===== src/rtl/cmdbuf_pkg.sv =====
package cmdbuf_pkg;

    localparam int OFF_W = 20;

    localparam logic [7:0] OP_NOOP       = 8'h00;
    localparam logic [7:0] OP_WRITE      = 8'h01;
    localparam logic [7:0] OP_WAIT_US    = 8'h02;
    localparam logic [7:0] OP_WAIT_FRAME = 8'h04;
    localparam logic [7:0] OP_IRQ        = 8'h07;
    localparam logic [7:0] OP_INDEXED    = 8'h09;

    typedef enum logic [2:0] {
        K_WRITE    = 3'd0,
        K_NOOP     = 3'd1,
        K_WAIT_US  = 3'd2,
        K_WAIT_FR  = 3'd3,
        K_IRQ      = 3'd4,
        K_FINISH   = 3'd5
    } req_kind_e;

    typedef enum logic [3:0] {
        S_IDLE,
        S_EMIT_LO,
        S_EMIT_HI,
        S_CONV_HDR,
        S_CONV_MOVE,
        S_APPEND,
        S_COUNT,
        S_PAD,
        S_FILL,
        S_DONE
    } pk_state_e;

    function automatic logic [3:0] mask_to_be(input logic [31:0] mask);
        logic [3:0] be;
        for (int i = 0; i < 4; i++) begin
            be[i] = |mask[8*i +: 8];
        end
        return be;
    endfunction

endpackage


===== src/rtl/cmdbuf_word_build.sv =====
module cmdbuf_word_build
    import cmdbuf_pkg::*;
(
    input  req_kind_e          kind,
    input  logic [OFF_W-1:0]   offset,
    input  logic [31:0]        value,
    input  logic [31:0]        mask,
    output logic [31:0]        lo_word,
    output logic [31:0]        hi_word,
    output logic               full_write
);

    logic [3:0] be;

    always_comb begin
        be         = mask_to_be(mask);
        full_write = 1'b0;
        lo_word    = 32'h0;
        hi_word    = {OP_NOOP, 24'h0};
        unique case (kind)
            K_WRITE: begin
                lo_word    = value;
                hi_word    = {OP_WRITE, be, offset};
                full_write = (be == 4'hF);
            end
            K_WAIT_US: begin
                lo_word = value;
                hi_word = {OP_WAIT_US, 24'h0};
            end
            K_WAIT_FR: begin
                lo_word = value;
                hi_word = {OP_WAIT_FRAME, 24'h0};
            end
            K_IRQ: begin
                hi_word = {OP_IRQ, 24'h0};
            end
            K_NOOP, K_FINISH: begin
                hi_word = {OP_NOOP, 24'h0};
            end
            default: begin
                hi_word = {OP_NOOP, 24'h0};
            end
        endcase
    end

endmodule


===== src/rtl/cmdbuf_merge_check.sv =====
module cmdbuf_merge_check
    import cmdbuf_pkg::*;
(
    input  logic [31:0]        prev_hdr,
    input  logic               prev_present,
    input  logic [OFF_W-1:0]   offset,
    input  logic               full_write,
    output logic               do_convert,
    output logic               do_append
);

    logic eligible;

    always_comb begin
        eligible   = prev_present && full_write;
        do_convert = eligible && (prev_hdr == {OP_WRITE, 4'hF, offset});
        do_append  = eligible && (prev_hdr == {OP_INDEXED, 4'h0, offset});
    end

endmodule


===== src/rtl/cmdbuf_packer.sv =====
module cmdbuf_packer
    import cmdbuf_pkg::*;
#(
    parameter int CAP_WORDS  = 64,
    parameter int LINE_BYTES = 64
) (
    input  logic                           clk,
    input  logic                           rst_n,
    input  logic                           clr,
    input  logic                           req_valid,
    output logic                           req_ready,
    input  logic [2:0]                     req_kind,
    input  logic [19:0]                    req_offset,
    input  logic [31:0]                    req_value,
    input  logic [31:0]                    req_mask,
    output logic                           overflow,
    output logic                           mem_we,
    output logic [$clog2(CAP_WORDS)-1:0]   mem_addr,
    output logic [31:0]                    mem_wdata,
    output logic                           tail_valid,
    output logic [$clog2(CAP_WORDS+1)+1:0] tail_bytes
);

    localparam int AW         = $clog2(CAP_WORDS);
    localparam int PTR_W      = $clog2(CAP_WORDS + 1);
    localparam int LINE_WORDS = LINE_BYTES / 4;
    localparam int LW         = $clog2(LINE_WORDS);
    localparam int BYTE_LW    = $clog2(LINE_BYTES);
    localparam logic [PTR_W-1:0] ROOM_LIMIT = PTR_W'(CAP_WORDS - 2);

    pk_state_e         state_q, state_d;
    logic [PTR_W-1:0]  ptr_q, start_q;
    logic [31:0]       ins_lo_q, ins_hi_q;
    logic [31:0]       rq_lo_q, rq_hi_q;

    req_kind_e         kind;
    logic [31:0]       lo_word, hi_word;
    logic              full_write;
    logic              do_convert, do_append;
    logic              room, accept, is_finish, take_emit;
    logic [PTR_W-1:0]  ptr_even;

    assign kind = req_kind_e'(req_kind);

    cmdbuf_word_build u_build (
        .kind       (kind),
        .offset     (req_offset),
        .value      (req_value),
        .mask       (req_mask),
        .lo_word    (lo_word),
        .hi_word    (hi_word),
        .full_write (full_write)
    );

    cmdbuf_merge_check u_merge (
        .prev_hdr     (ins_hi_q),
        .prev_present (ptr_q != '0),
        .offset       (req_offset),
        .full_write   (full_write),
        .do_convert   (do_convert),
        .do_append    (do_append)
    );

    always_comb begin
        room      = (ptr_q <= ROOM_LIMIT);
        accept    = (state_q == S_IDLE) && req_valid;
        is_finish = (kind == K_FINISH);
        take_emit = accept && !is_finish && room && !do_convert && !do_append;
        ptr_even  = ptr_q + {{(PTR_W-1){1'b0}}, ptr_q[0]};
    end

    // next-state logic
    always_comb begin
        state_d = state_q;
        unique case (state_q)
            S_IDLE: begin
                if (req_valid) begin
                    if (is_finish)
                        state_d = (ptr_q[LW-1:0] == '0) ? S_DONE : S_FILL;
                    else if (!room)
                        state_d = S_IDLE;
                    else if (do_convert)
                        state_d = S_CONV_HDR;
                    else if (do_append)
                        state_d = S_APPEND;
                    else
                        state_d = S_EMIT_LO;
                end
            end
            S_EMIT_LO:   state_d = S_EMIT_HI;
            S_EMIT_HI:   state_d = S_IDLE;
            S_CONV_HDR:  state_d = S_CONV_MOVE;
            S_CONV_MOVE: state_d = S_APPEND;
            S_APPEND:    state_d = S_COUNT;
            S_COUNT:     state_d = ptr_q[0] ? S_PAD : S_IDLE;
            S_PAD:       state_d = S_IDLE;
            S_FILL:      state_d = (ptr_q[LW-1:0] == {LW{1'b1}}) ? S_DONE : S_FILL;
            S_DONE:      state_d = S_IDLE;
            default:     state_d = S_IDLE;
        endcase
    end

    // state register
    always_ff @(posedge clk or negedge rst_n) begin
        if (!rst_n)
            state_q <= S_IDLE;
        else if (clr)
            state_q <= S_IDLE;
        else
            state_q <= state_d;
    end

    // datapath registers
    always_ff @(posedge clk or negedge rst_n) begin
        if (!rst_n) begin
            ptr_q    <= '0;
            start_q  <= '0;
            ins_lo_q <= '0;
            ins_hi_q <= '0;
            rq_lo_q  <= '0;
            rq_hi_q  <= '0;
        end else if (clr) begin
            ptr_q    <= '0;
            start_q  <= '0;
            ins_lo_q <= '0;
            ins_hi_q <= '0;
        end else begin
            if (accept) begin
                rq_lo_q <= lo_word;
                rq_hi_q <= hi_word;
            end
            if (take_emit)
                start_q <= ptr_even;
            unique case (state_q)
                S_EMIT_HI: begin
                    ptr_q    <= start_q + PTR_W'(2);
                    ins_lo_q <= rq_lo_q;
                    ins_hi_q <= rq_hi_q;
                end
                S_CONV_HDR: begin
                    ins_hi_q <= {OP_INDEXED, 4'h0, rq_hi_q[OFF_W-1:0]};
                end
                S_CONV_MOVE: begin
                    ins_lo_q <= 32'd1;
                    ptr_q    <= start_q + PTR_W'(3);
                end
                S_APPEND: begin
                    ptr_q    <= ptr_q + PTR_W'(1);
                    ins_lo_q <= ins_lo_q + 32'd1;
                end
                S_FILL: begin
                    ptr_q <= ptr_q + PTR_W'(1);
                end
                default: begin
                end
            endcase
        end
    end

    // outputs
    always_comb begin
        req_ready  = (state_q == S_IDLE);
        overflow   = accept && !is_finish && !room;
        mem_we     = 1'b0;
        mem_addr   = '0;
        mem_wdata  = '0;
        tail_valid = 1'b0;
        tail_bytes = {ptr_q, 2'b00};
        unique case (state_q)
            S_EMIT_LO: begin
                mem_we    = 1'b1;
                mem_addr  = AW'(start_q);
                mem_wdata = rq_lo_q;
            end
            S_EMIT_HI: begin
                mem_we    = 1'b1;
                mem_addr  = AW'(start_q + PTR_W'(1));
                mem_wdata = rq_hi_q;
            end
            S_CONV_HDR: begin
                mem_we    = 1'b1;
                mem_addr  = AW'(start_q + PTR_W'(1));
                mem_wdata = {OP_INDEXED, 4'h0, rq_hi_q[OFF_W-1:0]};
            end
            S_CONV_MOVE: begin
                mem_we    = 1'b1;
                mem_addr  = AW'(start_q + PTR_W'(2));
                mem_wdata = ins_lo_q;
            end
            S_APPEND: begin
                mem_we    = 1'b1;
                mem_addr  = AW'(ptr_q);
                mem_wdata = rq_lo_q;
            end
            S_COUNT: begin
                mem_we    = 1'b1;
                mem_addr  = AW'(start_q);
                mem_wdata = ins_lo_q;
            end
            S_PAD, S_FILL: begin
                mem_we    = 1'b1;
                mem_addr  = AW'(ptr_q);
                mem_wdata = 32'h0;
            end
            S_DONE: begin
                tail_valid = 1'b1;
            end
            default: begin
            end
        endcase
    end

    // a freshly emitted instruction leaves the pointer even
    a_r1_even_after_emit: assert property (@(posedge clk) disable iff (!rst_n)
        (!clr && state_q == S_EMIT_HI) |=> (ptr_q[0] == 1'b0));

    // conversion moves the earlier value two words past the start
    a_r3_move_slot: assert property (@(posedge clk) disable iff (!rst_n)
        (!clr && state_q == S_CONV_HDR) |=>
            (mem_we && mem_addr == AW'(start_q + PTR_W'(2))));

    // every append is followed by the count rewrite at the start
    a_r4_count_rewrite: assert property (@(posedge clk) disable iff (!rst_n)
        (!clr && state_q == S_APPEND) |=> (mem_we && mem_addr == AW'(start_q)));

    // odd pointer after an append gets a zero word
    a_r5_zero_pad: assert property (@(posedge clk) disable iff (!rst_n)
        (!clr && state_q == S_COUNT && ptr_q[0]) |=>
            (mem_we && mem_wdata == 32'h0 && $stable(ptr_q)));

    // a dropped request writes nothing and leaves the pointer alone
    a_r7_no_overflow_write: assert property (@(posedge clk) disable iff (!rst_n)
        (overflow && !clr) |=> (!mem_we && $stable(ptr_q)));

    // the pointer never passes capacity
    a_r7_ptr_bound: assert property (@(posedge clk) disable iff (!rst_n)
        ptr_q <= PTR_W'(CAP_WORDS));

    // reported tail is line aligned
    a_r8_tail_aligned: assert property (@(posedge clk) disable iff (!rst_n)
        tail_valid |-> (tail_bytes[BYTE_LW-1:0] == '0));

endmodule


===== config.mk =====
export PLATFORM = sky130hd
export DESIGN_NAME = cmdbuf_packer
export DESIGN_NICKNAME = d
export VERILOG_FILES = /design/src/rtl/cmdbuf_pkg.sv /design/src/rtl/cmdbuf_word_build.sv /design/src/rtl/cmdbuf_merge_check.sv /design/src/rtl/cmdbuf_packer.sv
export SDC_FILE = /design/constraint.sdc
export NUM_CORES = 1
export LEC_CHECK = 0
export CORE_UTILIZATION = 50
export DETAILED_ROUTE_END_ITERATION = 8
export DONT_BUFFER_PORTS = 1
export RECOVER_POWER = 50
export SETUP_SLACK_MARGIN = 0.4
export SLEW_MARGIN = 20
export SYNTH_ARGS = -nofsm -noshare
export SYNTH_HDL_FRONTEND = slang
export SYNTH_HIERARCHICAL = 1
export SYNTH_SLANG_ARGS = --single-unit

===== constraint.sdc =====
create_clock -name clk -period 3.2 [get_ports clk]
set_input_delay 0.96 -clock clk [delete_from_list [all_inputs] [get_ports clk]]
set_output_delay 0.96 -clock clk [all_outputs]
set_load 0.02 [all_outputs]

Word-level counts from Yosys, hierarchy flattened
Index checks and enable logic that the tools add are counted.

Input port bits: 91. Flip-flop bits (word level): 146. Word-level logic and storage cells: 92. Output and inout port bits: 51.

Equal/unequal tests: 18. Bitwise operators: 1. Order comparisons: 1. Muxes and demuxes: 25. Reductions and logical operators: 34. Add/sub/neg operators: 6.

Operators by type and width (number): case mux 32 bit (4 select lines) (1); case mux 27 bit (4 select lines) (1); 2-to-1 mux 32 bit (3); case mux 32 bit (3 select lines) (1); case mux 32 bit (2 select lines) (1); OR reduction 8 bit (5); adder 32 x 1 -> 32 bit, second input constant (1); equality test 32 x 25 -> 1 bit (1); equality test 32 x 28 -> 1 bit (1); case mux 4 bit (7 select lines) (1); case mux 6 bit (4 select lines) (1); 2-to-1 mux 7 bit (3); case mux 7 bit (3 select lines) (1); equality test 4 x 3 -> 1 bit, second input constant (4); equality test 4 bit, second input constant (4); adder 7 x 2 -> 7 bit, second input constant (2); 2-to-1 mux 3 bit (4); 2-to-1 mux 4 bit (3); OR reduction 2 bit (5); logical AND 1 bit (9); equality test 4 x 2 -> 1 bit, second input constant (2); zero test 4 bit (2); nonzero test 4 bit (2); adder 7 x 1 -> 7 bit (1); other kinds (16) (26).

Longest topological paths before layout
Gate-level depths: netlist (run 1).

Depth after elaboration: 12. Gate-level depth with buffers: 8. Depth with buffers taken out: 8.

Hierarchy
The synthesis (run 1) kept the hierarchy.

By module, submodules not included: cmdbuf_packer (instances 1, cells each 800, sequential area each 3628.5 µm², area an instance 7597.3 µm²); cmdbuf_word_build (instances 1, cells each 89, sequential area each 0.0 µm², area an instance 550.5 µm²); cmdbuf_merge_check (instances 1, cells each 35, sequential area each 0.0 µm², area an instance 272.8 µm²).

Least setup slack after synthesis (run 1)
No wires, ideal clock.

Path kind: reg2out. Start: register state_q[1]. End: output overflow. Slack: 317 ps. Buffers on the path: 1. Stages on the path, launching flop included: 5. Data required time: 2240 ps. Data arrival time: 1923 ps. Cell sequence: dfrtp_1 -> buf_2 -> nor4_2 -> nand2_1 -> nor3_1.

Longest elaborated chain between the ends: 4.

Ends and longest elaborated chain: from (decl) (line cmdbuf_packer.sv:31) `pk_state_e state_q, state_d;`; from (signal assigned) (line cmdbuf_packer.sv:110) `state_q <= state_d;`; zero test 4 bit; net req_ready (line cmdbuf_packer.sv:11) `output logic req_ready,`; logical AND 1 bit (line cmdbuf_packer.sv:66) `accept = (state_q == S_IDLE) && req_valid;`; logical AND 1 bit (2 in a row) (line cmdbuf_packer.sv:163) `overflow = accept && !is_finish && !room;`; to (decl) (line cmdbuf_packer.sv:16) `output logic overflow,`.

The timed path passes the listed nets, and every way through them passes these cells.

Final worst setup path (run 1)
Start: register state_q[2]. End: output mem_wdata[11].

Longest elaborated chain between the ends: 3. Elaborated cells on any way between the ends: 9. Those cells by class: eq/ne: 6; mux: 1; reduce/logical: 2.

Ends and longest elaborated chain: equality test 4 x 3 -> 1 bit / equality test 4 x 1 -> 1 bit (equally long branches) (line cmdbuf_packer.sv:169) `unique case (state_q)`; OR reduction 2 bit (no source line); case mux 32 bit (4 select lines) * (line cmdbuf_packer.sv:169); to (decl) (line cmdbuf_packer.sv:19) `output logic [31:0] mem_wdata,`.

Mark *: on every way between the ends. The rest lies on a longest branch, timed or not.

==> impl_metrics.py, run 1 <==
metrics = {
    "final_layout": {
        "drive_above_1_share_pct": 22.87,
        "final.fill_count": 1415,
        "layout.nets": 1047,
        "multi_input_area_um2": 4657,
        "syn_to_final_growth_pct": 19.08,
        "final_area_um2": 10030,
        "seq_area_um2": 3637,
    },
    "die": {
        "coreArea_um2": 16520,
        "die_x_um": 131.8,
        "ios": 142,
        "dieArea_um2": 17360,
        "fp.dieH_um": 131.8,
        "rows": 47,
        "start_util_pct": 50.96,
    },
    "route": {
        "drt_iter0_drc": 664,
        "drc_errors": 0,
        "viasPerCell": 6.315,
        "drt_pre_antenna_iters": 6,
        "drtAntennaViolNets": 0,
        "wirelength_um": 25900,
        "post_drt_wl_per_cell_um": 21.84,
        "vias": 7489,
    },
    "yosys": {
        "synth_area_per_cell_um2": 9.113,
        "ys_types": 60,
        "synth_edf_count": 0,
        "synth_top_flop_cell": "dfrtp_1",
        "ys_async_sr_fraction_pct": 100.0,
        "ys_ff_latch": 145,
        "synth_area_um2": 8421,
        "syn_inst": 924,
        "yosys_warnings": 6,
        "yosysSeqAreaShare_pct": 43.09,
    },
    "worst_setup_path": {
        "cp.required_ps": 2240,
        "arrival_ps": 2050,
        "crit_fanout": 21,
        "worstSetupPathType": "reg -> out",
        "endpoint_kind": "output port",
        "critPathLaunchType": "register",
    },
    "sta": {
        "period_minus_slack_ps": 3011,
        "maxSlewViolCount": 33,
        "tightest_slew_ps": 1885,
        "relSlewSlack_pct": -25.67,
        "hold_viol": 0,
        "period_share_pct": 94.11,
        "rsz0062_at_grt": "yes",
        "fmax_ghz": 0.3321,
        "fin_tns_setup_ps": 0,
        "setup_viol": 0,
        "finalClockSkew_ps": 8.136,
    },
    "placed_design": {
        "place_area_um2": 8767,
        "gp_congestion": 0.8867,
        "hpwlAfterDp_um": 17100,
        "io_buffers": 0,
    },
    "clock_tree": {
        "cts-buffers-inserted": 17,
        "path_clk_slew_ps": 60,
        "cts_max_path_buffers": 2,
        "htree_levels": 4,
        "cts_hold_buf": 0,
        "clock_sinks": 145,
        "cts_tree": "done",
        "root_buffer": "clkbuf_16",
        "clk_latency_ps": 430,
    },
    "power": {
        "p_switching_mw": 1.373,
        "p_clk_share_pct": 43.8,
        "finalPower_mw": 5.207,
        "p_per_area_nw_per_um2": 519.3,
        "seqPwrFrac_pct": 42.0,
        "p_leak_nw": 4.441,
        "power_frac_comb_pct": 14.2,
        "ir_drop_v": 0.0003668,
        "p_int_mw": 3.834,
        "p_sw_share_pct": 26.36,
    },
    "global_routing": {
        "track_usage_pct": 30.19,
        "grt_antenna_before_repair": 3,
        "grt_pass1_vias": 7201,
        "grt_pass1_wl_um": 41010,
        "grt_max_degree": 146,
        "overflow": 0,
    },
    "outcome": {
        "status": "complete, but fails checks",
        "violations": "max-capacitance violations, max-slew violations",
    },
    "job": {
        "maxCapViolations": 1,
    },
    "min_path": {
        "hold_path_class": "in -> async",
    },
}
-- logic make-up after synthesis --
kind of cell	Yosys count	share of synthesized area, %
AO/OA/AOI/OAI	192	15.29
XOR/XNOR	34	3.536
adder cells (fa/ha/maj)	5	0.7429
buffers and inverters	103	5.067
flip-flops	145	43.09
multiplexers	73	9.629
other	2	0.08919
AND/OR/NAND/NOR	370	22.56
-- power groups by stage --
stage	clock, mW	sequential (mW)	combinational [mW]
2_1_floorplan	0	2.13	0.499
4_1_cts	2.30	2.17	0.695
3_3_place_gp	0	2.20	0.612
6_report	2.28	2.19	0.739
5_1_grt	2.38	2.21	0.793
3_5_place_dp	0	2.20	0.627
-- layout make-up --
cell class,count,area share [%]
diodes,4,0.09983
clock buffers,21,4.592
clock inverters,9,2.046
inverters,36,1.348
multi-input cells,681,46.44
flip-flops and latches,145,36.27
well taps,220,2.745
repair buffers,70,6.451
-- worst max-delay path, cell delays in order, from the launching register on --
cell and delay, ps:
dfrtp_1 500, nor2_1 110, and2_4 210, buf_12 160, a222oi_1 410, inv_1 220
-- registers in the layout (all words and copies together), names as in the netlist --
register	count
ins_hi_q	32
ins_lo_q	32
ptr_q	7
rq_hi_q	32
rq_lo_q	32
start_q	6
state_q	4
-- synthesized netlist by cell type, types with 2 or more instances --
cell type    n  area [um^2]
dfrtp_1    145         3628
nand3_1     17        85.08
nor3_1      25        125.1
or3_1        2        12.51
a211oi_1     4        30.03
and3_1       9        56.30
conb_1       2        7.510
nor3b_1      2        15.01
buf_4        9        67.56
inv_1       36        135.1
mux2_2      64        720.7
or4_1       11        82.58
nand2_1    127        476.7
nand4b_1     2        17.52
o311ai_0    11        96.34
a221oi_1     4        35.03
nor2b_1      5        31.28
xnor2_1     15        131.4
xor2_1      19        166.4
buf_2        5        25.02
o31ai_1      4        30.03
a21o_1       2        15.01
o22ai_1      5        31.28
nor4_2       2        25.02
nor4b_1      3        26.28
a22oi_1     20        150.1
and4_1       5        43.79
clkbuf_1    52        195.2
nor2_1      60        225.2
a31oi_1     10        62.56
o211ai_1     7        52.55
and2_1      56        350.3
a32oi_1      3        26.28
ha_1         5        62.56
nand2b_1     6        37.54
a222oi_1    22        220.2
nor4_1      12        75.07
nand4_1     16        100.1
mux2i_1      9        90.09
o21ai_0     40        200.2
a21oi_1     52        260.3
-- worst paths after layout --
path	start	endpoint	slack, ps	depth (start not counted)
setup / recovery	state_q[2]	mem_wdata[11]	190	5
min in group clk	rq_hi_q[23]	rq_hi_q[23]	510	1
hold reg to reg	rq_hi_q[23]	rq_hi_q[23]	510	1
hold / removal	rst_n	ptr_q[5]	220	0
max in group asynchronous	rst_n	state_q[0]	2650	0
setup reg to reg	state_q[0]	ins_lo_q[24]	500	8
-- per-stage QoR --
stage	instances	hold WS, ps	worst slack [ps]	utilization (%)
finish	1186	224.1	188.6	60.68
global route	1185	207.5	141.9	60.66
CTS	1170	212.2	279.0	59.41
detailed placement	1117	496.0	-19.40	53.06
global placement	1117	490.4	82.92	53.04
floorplan	929	473.5	411.6	-
-- what timing repair did --
action / CTS / global route
endpoints found under the setup margin: 40 / 45
gates resized for setup: 58 / 29
pin swaps: 24 / 19
buffers inserted: 20 / 11
gates cloned: 3 / 1
-- metal layers --
layer | GRT usage, % | wire length (um)
met1 | 41.39 | 11240
met5 | 0 | 0
met3 | 7.113 | 2059
met4 | 8.656 | 549
met2 | 47.77 | 12040
-- cells in the final DEF (no fill, tap or decap), types with 17 or more instances in the layout --
cell type  instances
nor2_1            53
nor3_1            22
inv_1             36
xor2_1            19
dfrtp_1          140
nand2_1          110
a21oi_1           51
a22oi_1           17
o21ai_0           35
and2_1            54
clkbuf_16         18
buf_4             53
mux2_2            64
a222oi_1          22
No activity file was read; power rests on OpenSTA's default activity.
==> run 2: changes to the inputs <==
CORE_ASPECT_RATIO = 1.5   (was default)
==> impl_metrics.py, run 2 (synthesis gave the netlist of run 1 again) <==
metrics = {
    "placed_design": {
        "dp_cells": 1107,
        "hpwlAfterDp_um": 17220,
        "pre_cts_ws_ps": 122.2,
        "io_buffers": 0,
        "gp_congestion": 0.9350,
    },
    "power": {
        "ir_drop_v": 0.0003368,
        "p_leak_nw": 4.573,
        "finalPower_mw": 5.007,
        "p_per_area_nw_per_um2": 484.1,
    },
    "sta": {
        "period_share_pct": 95.54,
        "worst_slack_ps": 142.8,
        "rsz0062_at_grt": "yes",
        "maxSlewViolCount": 33,
        "hold_viol": 0,
        "tightest_slew_ps": 1851,
        "period_minus_slack_ps": 3057,
        "finalClockSkew_ps": 11.55,
        "setup_viol": 0,
        "relSlewSlack_pct": -23.42,
        "fin_tns_setup_ps": 0,
        "fmax_ghz": 0.3271,
    },
    "clock_tree": {
        "htree_levels": 4,
        "cts_max_path_buffers": 2,
        "clk_latency_ps": 430,
        "cts-buffers-inserted": 17,
        "root_buffer": "clkbuf_16",
        "cts_tree": "done",
        "path_clk_slew_ps": 70,
        "clock_sinks": 145,
        "cts_hold_buf": 0,
    },
    "final_layout": {
        "stdcell_count": 1190,
        "drive_above_1_share_pct": 25.51,
        "final_cell_mix": "dfrtp_1, nand2_1, mux2_2",
        "layout_commonest_cell": "dfrtp_1",
        "utilization_pct": 63.33,
        "syn_to_final_growth_pct": 22.82,
        "layout.nets": 1067,
        "n_antenna_cell": 0,
        "final.fill_count": 1362,
    },
    "worst_setup_path": {
        "regToRegStartpoint": "state_q[3]",
        "critPathLaunchType": "register",
        "crit_chain": "buf_6, buf_4, buf_8, nor4b_4, buf_4, buf_12, buf_12, nand2_8, nand2_8",
        "rr_endpoint": "ins_lo_q[22]",
        "worstSetupPathType": "reg -> out",
        "worstSetupStartpoint": "state_q[3]",
        "cpMaxStageDelayCell": "dfrtp_1",
        "crit_fanout": 5,
        "cp.required_ps": 2240,
        "reg2reg_depth": 14,
        "endpoint_kind": "output port",
        "arrival_ps": 2100,
        "critPathMaxStageDelay_ps": 460,
        "endpoint": "mem_wdata[26]",
        "r2r_slack_ps": 340,
    },
    "route": {
        "vias": 7567,
        "drc_errors": 0,
        "drt_iter0_drc": 675,
        "drtAntennaViolNets": 0,
        "drt_pre_antenna_iters": 6,
        "viasPerCell": 6.359,
        "wirelength_um": 26880,
        "post_drt_wl_per_cell_um": 22.59,
    },
    "die": {
        "coreArea_um2": 16330,
        "die_x_um": 108.0,
        "fp.dieH_um": 160.9,
        "start_util_pct": 51.56,
        "ios": 142,
        "dieArea_um2": 17380,
        "rows": 57,
    },
    "job": {
        "maxCapViolations": 1,
    },
    "outcome": {
        "violations": "max-capacitance violations, max-slew violations",
        "status": "complete, but fails checks",
    },
    "min_path": {
        "hold_path_class": "in -> async",
    },
    "global_routing": {
        "overflow": 0,
        "grt_pass1_wl_um": 41030,
        "grt_antenna_before_repair": 0,
        "grt_max_degree": 146,
        "grt_pass1_vias": 7426,
        "track_usage_pct": 31.41,
    },
}
[run 2: cell type report]
cell class                 instances  area, um^2  share of cell area (%)
clock buffer                      18       429.2                   4.150
clock inverter                    14       150.1                   1.452
inverter                          36       135.1                   1.307
multi-input combinational        681        4787                   46.29
sequential                       145        3636                   35.16
tap                              206       257.7                   2.492
timing repair buffer              90       947.2                   9.158
[run 2: worst min-delay path by stage]
stage | startpoint | to | slack (ps) | cells past startpoint
final | rst_n | ptr_q[3] | 210 | 0
after global routing | rst_n | ptr_q[3] | 200 | 0
after CTS | rst_n | ptr_q[3] | 200 | 0
after detailed placement | rq_hi_q[31] | rq_hi_q[31] | 490 | 1
after global placement | rq_hi_q[27] | rq_hi_q[27] | 490 | 1
after floorplan | rq_lo_q[31] | ins_lo_q[31] | 470 | 2
[run 2: through the flow]
| step | area (um^2) | hold WS, ps |
|---|---|---|
| 3_3_place_gp | 8772 | 485.9 |
| 6_report | 10340 | 211.9 |
| 2_1_floorplan | 8448 | 473.5 |
| 4_1_cts | 10010 | 201.4 |
| 3_5_place_dp | 8772 | 494.7 |
| 5_1_grt | 10340 | 197.4 |
[run 2: critical path, delay by kind of cell (launching register included)]
kind | cells | cell delay, ps
flops | 1 | 460
simple gates | 3 | 380
buf+inv | 6 | 810
[run 2: what timing repair did]
| item | CTS | global route |
|---|---|---|
| endpoints found under the setup margin | 41 | 55 |
| gates resized for setup | 91 | 29 |
| pin swaps | 17 | 19 |
| gates cloned | 3 | 3 |
| buffers inserted | 28 | 17 |
[run 2: power breakdown]
group	internal, mW	leakage [nW]	switching, mW	total (mW)
logic	0.371	2.33	0.414	0.785
clock network	1.16	0.284	0.859	2.02
registers	1.99	1.96	0.210	2.20
[run 2: metal layers]
metal  part of all wire (%)  up-vias  track usage, %
li1                       -     3402               -
met1                     38     3785           37.50
met2                     52      320           53.56
met3                    5.5       60           6.047
met4                    3.7        0           14.88
met5                      0        -               0
==> run 3: changes to the inputs <==
ABC_AREA = 1   (was default)
clock period = 3.4 ns   (was 3.2 ns; I/O delays follow)
==> impl_metrics.py, run 3 <==
metrics = {
    "outcome": {
        "status": "complete, but fails checks",
        "violations": "design-rule violations, max-capacitance violations, max-slew violations",
    },
    "job": {
        "maxCapViolations": 1,
    },
    "sta": {
        "period_minus_slack_ps": 3117,
        "maxSlewViolCount": 33,
        "fmax_ghz": 0.3208,
        "period_share_pct": 91.69,
        "hold_viol": 0,
        "rsz0062_at_grt": "yes",
        "setup_viol": 0,
        "finalClockSkew_ps": 8.522,
        "tightest_slew_ps": 1638,
        "relSlewSlack_pct": -9.172,
        "fin_tns_setup_ps": 0,
    },
    "global_routing": {
        "grt_antenna_before_repair": 0,
        "grt_pass1_wl_um": 42020,
        "grt_max_degree": 146,
        "overflow": 0,
        "grt_pass1_vias": 7951,
        "track_usage_pct": 29.46,
    },
    "yosys": {
        "yosys_warnings": 6,
        "synth_area_um2": 9034,
        "synth_top_flop_cell": "dfrtp_1",
        "synth_area_leaders": "dfrtp_1, nand2_1, inv_1",
        "synth_edf_count": 0,
        "ys_async_sr_fraction_pct": 100.0,
        "synth_area_per_cell_um2": 7.130,
        "synth.top_cell.area_share_pct": 40.17,
        "ys_ff_latch": 145,
        "synth_common_cells": "nand2_1, inv_1, nor2_1, dfrtp_1, nand3_1",
        "post-synth-top-area-cell": "dfrtp_1",
        "syn_inst": 1267,
        "ys_types": 40,
        "synth_most_common_cell": "nand2_1",
        "yosysSeqAreaShare_pct": 40.17,
    },
    "route": {
        "drc_errors": 7,
        "viasPerCell": 5.317,
        "drt_iter0_drc": 492,
        "vias": 8044,
        "drt_pre_antenna_iters": 7,
        "post_drt_wl_per_cell_um": 17.60,
        "wirelength_um": 26640,
        "drtAntennaViolNets": 0,
    },
    "die": {
        "die_x_um": 111.8,
        "coreArea_um2": 17500,
        "dieArea_um2": 18620,
        "rows": 59,
        "start_util_pct": 51.63,
        "ios": 142,
        "fp.dieH_um": 166.6,
    },
    "final_layout": {
        "layout_commonest_cell": "nand2_1",
        "layout.nets": 1383,
        "n_antenna_cell": 0,
        "drive_above_1_share_pct": 13.77,
        "final_cell_mix": "nand2_1, inv_1, nor2_1",
        "syn_to_final_growth_pct": 13.03,
        "stdcell_count": 1513,
    },
    "clock_tree": {
        "htree_levels": 4,
        "cts-buffers-inserted": 17,
        "path_clk_slew_ps": 60,
        "cts_hold_buf": 0,
        "cts_tree": "done",
        "clk_latency_ps": 430,
        "clock_sinks": 145,
        "cts_max_path_buffers": 2,
        "root_buffer": "clkbuf_16",
    },
    "power": {
        "p_switching_mw": 1.688,
        "p_per_area_nw_per_um2": 528.6,
        "power_frac_comb_pct": 21.5,
        "p_clk_share_pct": 37.6,
        "ir_drop_v": 0.0003287,
        "seqPwrFrac_pct": 40.9,
        "p_int_mw": 3.710,
        "p_sw_share_pct": 31.28,
        "p_leak_nw": 5.068,
    },
    "worst_setup_path": {
        "arrival_ps": 2100,
        "endpoint_kind": "output port",
        "cp.required_ps": 2380,
        "worstSetupStartpoint": "state_q[3]",
        "regToRegStartpoint": "ptr_q[1]",
        "worstSetupPathType": "reg -> out",
        "critPathLaunchType": "register",
        "crit_fanout": 12,
        "r2r_slack_ps": 620,
    },
    "placed_design": {
        "io_buffers": 0,
        "dp_cells": 1466,
        "gp_congestion": 0.8977,
        "hpwlAfterDp_um": 18470,
    },
    "min_path": {
        "hold_path_class": "in -> async",
    },
}
-- run 3: cell count changes in the layout (fill, tap and decap cells not counted), sizes merged, moves of 17 or more --
cell,change
a222oi,-22
a22oi,-20
and2,-56
buf,-44
inv,+146
nand2,+263
nand3,+51
nor2,+125
nor3,-20
o21ai,+21
o221ai,+17
-- run 3: cell families after synthesis --
| kind of cell | after synthesis | share of synthesized area (%) |
|---|---|---|
| AND/OR/NAND/NOR | 658 | 29.35 |
| buffers and inverters | 238 | 11.34 |
| AO/OA/AOI/OAI | 155 | 10.10 |
| flip-flops | 145 | 40.17 |
| multiplexers | 52 | 7.105 |
| XOR/XNOR | 12 | 1.163 |
| adder cells (fa/ha/maj) | 5 | 0.6925 |
| other | 2 | 0.08313 |
-- run 3: power by group through the flow --
| stage | sequential [mW] | clock (mW) | combinational, mW |
|---|---|---|---|
| finish | 2.21 | 2.03 | 1.16 |
| global route | 2.24 | 2.14 | 1.29 |
| CTS | 2.20 | 2.06 | 1.11 |
| detailed placement | 2.23 | 0 | 1.07 |
| global placement | 2.23 | 0 | 1.05 |
| floorplan | 2.15 | 0 | 0.839 |
-- run 3: final cells by class --
cell class | instances | area, um^2
well taps | 213 | 266.5
clock inverters | 13 | 183.9
clock buffers | 19 | 452.9
multi-input cells | 889 | 4522
inverters | 190 | 721.9
flip-flops and latches | 145 | 3632
repair buffers | 44 | 431.7
fillers | 1683 | 7284
-- run 3: final timing paths --
kind                                 end  cells after the start
hold reg to reg               rq_hi_q[5]                      1
hold / removal                  ptr_q[5]                      0
setup reg to reg              start_q[5]                     15
max in group asynchronous   ins_lo_q[15]                      0
setup / recovery           mem_wdata[27]                      7
min in group clk              rq_hi_q[5]                      1
-- run 3: critical path: stages, from the launching register on --
cell      delay (ps)
dfrtp_1          460
nor2_1           250
inv_4            120
nor2_4           180
buf_12           170
o21ai_1          150
o211ai_1         150
buf_4            180
-- run 3: metrics by stage --
step	power (mW)	setup WS (ps)	util [%]	cell area, um^2	hold WS (ps)
4_1_cts	5.376	334.2	57.12	9993	274.8
2_1_floorplan	2.989	664.9	-	9052	471.1
3_3_place_gp	3.281	482.1	52.91	9258	487.2
6_report	5.398	282.7	58.36	10210	281.5
5_1_grt	5.668	225.4	58.36	10210	263.5
3_5_place_dp	3.296	439.8	52.91	9258	493.9
-- run 3: repair_timing --
item	CTS	global route
setup buffers	5	7
endpoints found under the setup margin	40	39
gates cloned	0	3
endpoints found under the hold margin	0	0
pin swaps	4	13
resized for setup	19	34
-- run 3: per-layer routing --
metal  share of wire (%)  global-route usage (%)  vias up  wire length [um]
li1                    -                       -     4002                 -
met1                  42                   35.74     3782             11170
met2                  50                   50.47      219             13330
met3                 5.1                   6.114       41              1346
met4                 3.0                   12.34        0               795
met5                   0                       0        -                 0
